$ cat src/rtl/acsm_pkg.sv
package acsm_pkg;
  typedef enum logic [1:0] {
    RT_NONE  = 2'd0,
    RT_AC    = 2'd1,
    RT_CORE  = 2'd2,
    RT_FAULT = 2'd3
  } route_e;
endpackage

$ cat src/rtl/acsm_enable_ctrl.sv
module acsm_enable_ctrl #(
  parameter int ADDR_W   = 18,
  parameter int AC_COUNT = 16
) (
  input  logic              clk,
  input  logic              rst,
  input  logic              readin_mode,
  input  logic [ADDR_W-1:0] pc,
  output logic              ac_en_now
);
  localparam logic [ADDR_W-1:0] AC_TOP = ADDR_W'(AC_COUNT - 1);

  logic readin_q;
  logic ac_en_q;
  logic entering;
  logic pc_past_window;

  assign entering       = readin_mode && !readin_q;
  assign pc_past_window = (pc > AC_TOP);
  // entry dominates; otherwise the flag is sticky once pc leaves the window
  assign ac_en_now      = entering ? 1'b0 : (ac_en_q || pc_past_window);

  always_ff @(posedge clk) begin
    if (rst) begin
      readin_q <= 1'b0;
      ac_en_q  <= 1'b1;
    end else begin
      readin_q <= readin_mode;
      ac_en_q  <= ac_en_now;
    end
  end
endmodule

$ cat src/rtl/acsm_reloc_reg.sv
module acsm_reloc_reg #(
  parameter int ADDR_W = 18
) (
  input  logic                clk,
  input  logic                rst,
  input  logic                load,
  input  logic [2*ADDR_W-1:0] data,
  output logic [ADDR_W-1:0]   limit,
  output logic [ADDR_W-1:0]   reloc
);
  always_ff @(posedge clk) begin
    if (rst) begin
      limit <= '1;
      reloc <= '0;
    end else if (load) begin
      limit <= data[2*ADDR_W-1:ADDR_W];
      reloc <= data[ADDR_W-1:0];
    end
  end
endmodule

$ cat src/rtl/acsm_route.sv
module acsm_route #(
  parameter int ADDR_W   = 18,
  parameter int AC_COUNT = 16,
  parameter int IDX_W    = 4
) (
  input  logic                  req_valid,
  input  logic                  user_mode,
  input  logic                  ac_en,
  input  logic [ADDR_W-1:0]     vaddr,
  input  logic [ADDR_W-1:0]     limit,
  input  logic [ADDR_W-1:0]     reloc,
  output acsm_pkg::route_e      route,
  output logic [ADDR_W-1:0]     paddr
);
  import acsm_pkg::*;

  logic in_window;

  generate
    if ((AC_COUNT & (AC_COUNT - 1)) == 0) begin : g_pow2
      assign in_window = (vaddr[ADDR_W-1:IDX_W] == '0);
    end else begin : g_any
      assign in_window = (vaddr < ADDR_W'(AC_COUNT));
    end
  endgenerate

  // sum truncates to ADDR_W bits, giving the modulo wrap
  assign paddr = user_mode ? (vaddr + reloc) : vaddr;

  always_comb begin
    if (!req_valid)                      route = RT_NONE;
    else if (user_mode && vaddr > limit) route = RT_FAULT;
    else if (ac_en && in_window)         route = RT_AC;
    else                                 route = RT_CORE;
  end
endmodule

$ cat src/rtl/acshadow_mapper.sv
module acshadow_mapper #(
  parameter int ADDR_W   = 18,
  parameter int DATA_W   = 36,
  parameter int AC_COUNT = 16,
  parameter int IDX_W    = $clog2(AC_COUNT)
) (
  input  logic                clk,
  input  logic                rst,
  input  logic                req_valid,
  input  logic                req_write,
  input  logic [ADDR_W-1:0]   req_vaddr,
  input  logic [DATA_W-1:0]   req_wdata,
  input  logic                user_mode,
  input  logic                readin_mode,
  input  logic [ADDR_W-1:0]   pc,
  input  logic                rp_load,
  input  logic [2*ADDR_W-1:0] rp_data,
  output logic                ac_req,
  output logic                ac_wr,
  output logic [IDX_W-1:0]    ac_idx,
  output logic                core_req,
  output logic                core_wr,
  output logic [ADDR_W-1:0]   core_addr,
  output logic [DATA_W-1:0]   out_wdata,
  output logic                prot_fault
);
  import acsm_pkg::*;

  logic              ac_en_now;
  logic [ADDR_W-1:0] limit;
  logic [ADDR_W-1:0] reloc;
  logic [ADDR_W-1:0] paddr;
  route_e            route;

  acsm_enable_ctrl #(.ADDR_W(ADDR_W), .AC_COUNT(AC_COUNT)) u_en (
    .clk(clk), .rst(rst), .readin_mode(readin_mode), .pc(pc),
    .ac_en_now(ac_en_now)
  );

  acsm_reloc_reg #(.ADDR_W(ADDR_W)) u_rp (
    .clk(clk), .rst(rst), .load(rp_load), .data(rp_data),
    .limit(limit), .reloc(reloc)
  );

  acsm_route #(.ADDR_W(ADDR_W), .AC_COUNT(AC_COUNT), .IDX_W(IDX_W)) u_route (
    .req_valid(req_valid), .user_mode(user_mode), .ac_en(ac_en_now),
    .vaddr(req_vaddr), .limit(limit), .reloc(reloc),
    .route(route), .paddr(paddr)
  );

  always_ff @(posedge clk) begin
    if (rst) begin
      ac_req     <= 1'b0;
      ac_wr      <= 1'b0;
      ac_idx     <= '0;
      core_req   <= 1'b0;
      core_wr    <= 1'b0;
      core_addr  <= '0;
      out_wdata  <= '0;
      prot_fault <= 1'b0;
    end else begin
      ac_req     <= (route == RT_AC);
      ac_wr      <= (route == RT_AC) && req_write;
      ac_idx     <= req_vaddr[IDX_W-1:0];
      core_req   <= (route == RT_CORE);
      core_wr    <= (route == RT_CORE) && req_write;
      core_addr  <= paddr;
      out_wdata  <= req_wdata;
      prot_fault <= (route == RT_FAULT);
    end
  end
endmodule

$ cat config.mk
export PLATFORM = sky130hd
export DESIGN_NAME = acshadow_mapper
export DESIGN_NICKNAME = d
export VERILOG_FILES = /design/src/rtl/acsm_pkg.sv /design/src/rtl/acsm_enable_ctrl.sv /design/src/rtl/acsm_reloc_reg.sv /design/src/rtl/acsm_route.sv /design/src/rtl/acshadow_mapper.sv
export SDC_FILE = /design/constraint.sdc
export NUM_CORES = 1
export LEC_CHECK = 0
export BUFFER_PORTS_ARGS = -buffer_cell sky130_fd_sc_hd__buf_2
export CORE_AREA = 2 2 145 76
export DETAILED_ROUTE_END_ITERATION = 7
export DIE_AREA = 0 0 147 78
export GPL_TIMING_DRIVEN = 0
export PLACE_DENSITY = 0.85
export REMOVE_ABC_BUFFERS = 1
export SLEW_MARGIN = 30
export SYNTH_ARGS = -nofsm -noshare
export SYNTH_HDL_FRONTEND = slang
export SYNTH_SLANG_ARGS = --single-unit
export TNS_END_PERCENT = 10
$ cat constraint.sdc
create_clock -name clk -period 2.6 [get_ports clk]
set_input_delay 0.52 -clock clk [delete_from_list [all_inputs] [get_ports clk]]
set_output_delay 0.52 -clock clk [all_outputs]
set_load 0.01 [all_outputs]
==> flow_summary_export.csv <==
group,metric,value,unit
place,dpl_worst_slack,-272,ps
logic_synthesis,netlist_area,4410,um^2
setup_path,worst_r2r_endpoint,"core_addr[10]",
place,globalplace.congestion,0.886,
logic_synthesis,avgSynthCellArea,9.64,um^2
logic_synthesis,ys_top_cells_by_area,"dfxtp_1 (46%), ha_1 (9.9%), nor2b_1 (6.5%), mux2i_1 (6.4%), nor2_1 (3.7%)",
setup_path,crit_family,"compound AO/OA/AOI/OAI gates",
route,avgRoutedWirePerCell,14.2,um
setup_path,cp_num_buf_inv,1,
timing,maxSlewViolCount,0,
clock_network,clock_sinks,101,
die,die_height,78,um
layout,multiInputGateArea,2240,um^2
layout,utilization,56.9,%
clock_network,cts_hold_buf,0,
setup_path,endpoint_kind,"register",
route,first_pass_iters,4,
timing,setup_slack,120,ps
grt,antenna_found_initial,0,
flow_run,maxCapViolations,0,
timing,fin_crit_sh,95.4,%
timing,rsz0062_at_grt,"no",
die,dieArea,11500,um^2
setup_path,required,2840,ps
logic_synthesis,yosysTopAreaCell,"dfxtp_1",
setup_path,setup.worst_path.start_class,"register",
clock_network,h-tree-depth,3,
logic_synthesis,synth_ff_type,"dfxtp_1",
layout,seqCellArea,2020,um^2
timing,slew_headroom,46.6,%
timing,skew,8.93,ps
timing,tns,0,ps
layout,antenna_cells,0,
setup_path,slowest_delay,410,ps
setup_path,worstPathArrival,2720,ps
die,die_x,147,um
clock_network,clkTransAtPathRegs,70,ps
grt,grtUsageTotal,19.1,%
logic_synthesis,synth_most_common_cell,"dfxtp_1",
timing,finalCriticalPeriod,2480,ps
clock_network,clk_latency,350,ps
setup_path,worstSetupPathType,"register to register",
grt,gr-total-overflow,0,
setup_path,cpMaxStageDelayCell,"fa_1",
timing,fmax,0.403,GHz
grt,grt_max_degree,79,
route,routed_wl,11000,um
grt,grt_pass1_wl,17400,um
setup_path,ff2ff_path_depth,10,
place,place_hpwl,8070,um
die,core_area,10100,um^2
logic_synthesis,async_reset_ff_share,0,%
route,via_count,3790,
clock_network,cts_buffer_depth,2,
layout,finalNetCount,775,
setup_path,ff2ff_setup_slack,120,ps
die,rows,26,
logic_synthesis,synth_edf_count,0,
setup_path,crit_path_start,"u_rp.reloc[0]",
pwr,p_leak,2.95,nW
setup_path,reg2reg_from,"u_rp.reloc[0]",
clock_network,cts_buffers,9,
min_path,min_path_type,"primary input to register",
setup_path,crit_path_end,"core_addr[10]",
logic_synthesis,synthDistinctLibCells,49,
route,antenna_left,0,
logic_synthesis,synth_cells,458,
layout,area_growth_syn_to_layout,30.0,%
min_path,hold_path_depth,2,
timing,hold_ws,379,ps
die,start_util,43.8,%
timing,finalHoldViolCount,0,
clock_network,cts_tree,"done",
place,port_buffers,173,
setup_path,crit_chain,"ha_2, inv_1, fa_1, nor2b_2, o211ai_2, a31oi_4, o2111ai_1, nand3_1, mux2_1, a31o_2",
logic_synthesis,ys_top_cells_by_count,"dfxtp_1 (101), nor2b_1 (46), nor2_1 (44), ha_1 (35), nand2_1 (31)",
logic_synthesis,yosysSeqAreaShare,45.8,%
route,viasPerCell,4.93,
pwr,pwr_density_cell,654,nW/um^2
layout,drive_gt1_share,32.1,%
logic_synthesis,netlist.area_leader.share,45.8,%
logic_synthesis,yosys_warnings,0,
run_status,outcome,"finished clean",
layout,n_fill_cell,895,
route,route.detailed.drc,0,
setup_path,crit_fanout,4,
timing,setup_viol,0,
grt,grt_pass1_vias,3740,
timing,worstMarginPinSlew,802,ps
pwr,ir_worst_vdd,0.000361,V
clock_network,root_buffer,"clkbuf_16",
setup_path,cp.depth,10,
die,io-pin-count,178,
route,drt-initial-drc-count,158,
logic_synthesis,ys_ff_latch,101,
## sequential cells by signal, summed over array words and instances, names as in the netlist
signal	flops
core_wr	1
core_addr	18
u_en.ac_en_q	1
out_wdata	36
core_req	1
ac_idx	4
u_en.readin_q	1
ac_wr	1
u_rp.limit	18
prot_fault	1
ac_req	1
u_rp.reloc	18
## power by group
group | total (W) | switching [W] | internal [W] | leakage (nW)
registers | 0.00167 | 0.0000289 | 0.00165 | 0.840
logic | 0.000595 | 0.000322 | 0.000272 | 1.95
clock network | 0.00148 | 0.000605 | 0.000880 | 0.165
total | 0.00375 | 0.000956 | 0.00280 | 2.95
## metrics by stage
step / total power, W / cells / instance area, um^2
after floorplan: 0.00204 / 440 / 4340
after global placement: 0.00228 / 753 / 5380
after detailed placement: 0.00230 / 753 / 5390
after CTS: 0.00378 / 769 / 5720
after global routing: 0.00393 / 769 / 5740
final: 0.00375 / 769 / 5740
## worst reg2reg max path: cells and delay by family (launching register included)
| family | cells | cell delay (ps) |
|---|---|---|
| AO/OA/AOI/OAI | 4 | 740 |
| adder cells (fa/ha/maj) | 2 | 620 |
| flip-flops | 1 | 340 |
| multiplexers | 1 | 340 |
| AND/OR/NAND/NOR | 2 | 290 |
| buffers and inverters | 1 | 60 |
## cell usage in the layout, fill, tap and decap left out, types with 2 or more instances in the layout
cell type	netlist	final
buf_2	2	171
dfxtp_1	101	101
nor2b_1	46	45
nor2_1	44	44
ha_1	35	34
nand2_1	31	31
mux2i_1	28	28
inv_1	25	25
o211ai_1	21	21
a21oi_1	15	15
a21o_1	11	11
o21ai_0	9	9
clkbuf_16	0	9
nand4_1	7	7
xnor2_1	6	6
nor3_1	6	6
nand3_1	5	5
nor4_1	5	5
xor2_1	4	4
o21bai_1	4	4
o21ai_1	3	3
o211ai_2	2	2
a21oi_2	2	2
a31o_1	2	2
and3_1	2	2
mux2_1	2	2
o21a_1	2	2
or4_1	2	2
bufinv_16	0	2
buf_4	0	2
## cell families (layout without fill, tap and decap cells)
| group | Yosys count | count (layout) | synth area share (%) |
|---|---|---|---|
| compound gates | 82 | 82 | 13.3 |
| xor+xnor | 10 | 10 | 1.98 |
| fa+ha+maj | 36 | 36 | 10.4 |
| buf+inv | 44 | 215 | 3.80 |
| flops | 101 | 101 | 45.8 |
| mux | 31 | 31 | 7.12 |
| simple gates | 154 | 154 | 17.6 |
## worst min path at each step
stage / from / end / slack [ps]
floorplan: u_rp.limit[0] / u_rp.limit[0] / 450
global placement: u_rp.limit[0] / u_rp.limit[0] / 460
finish: req_wdata[26] / out_wdata[26] / 380
global route: req_wdata[31] / out_wdata[31] / 380
detailed placement: u_rp.limit[0] / u_rp.limit[0] / 470
CTS: req_wdata[2] / out_wdata[2] / 370
## routing by layer
| metal | part of all wire [%] | global-route usage (%) |
|---|---|---|
| met5 | 0 | 0 |
| met3 | 6.1 | 4.76 |
| met2 | 49 | 33.8 |
| met4 | 2.4 | 6.92 |
| met1 | 43 | 22.7 |
## area by class of cell
type                    instances  area share (%)
clock inverters                 6            1.64
flip-flops and latches        101            35.3
multi-input cells             313            39.0
repair buffers                173            15.2
clock buffers                  10            4.17
well taps                     140            3.05
inverters                      26            1.70
## timing repair
item | 4_1_cts | 5_1_grt
setup endpoints to repair | 0 | 1
resized for setup | 0 | 3
setup buffers | 0 | 0
(Power assumes the default switching activity.)
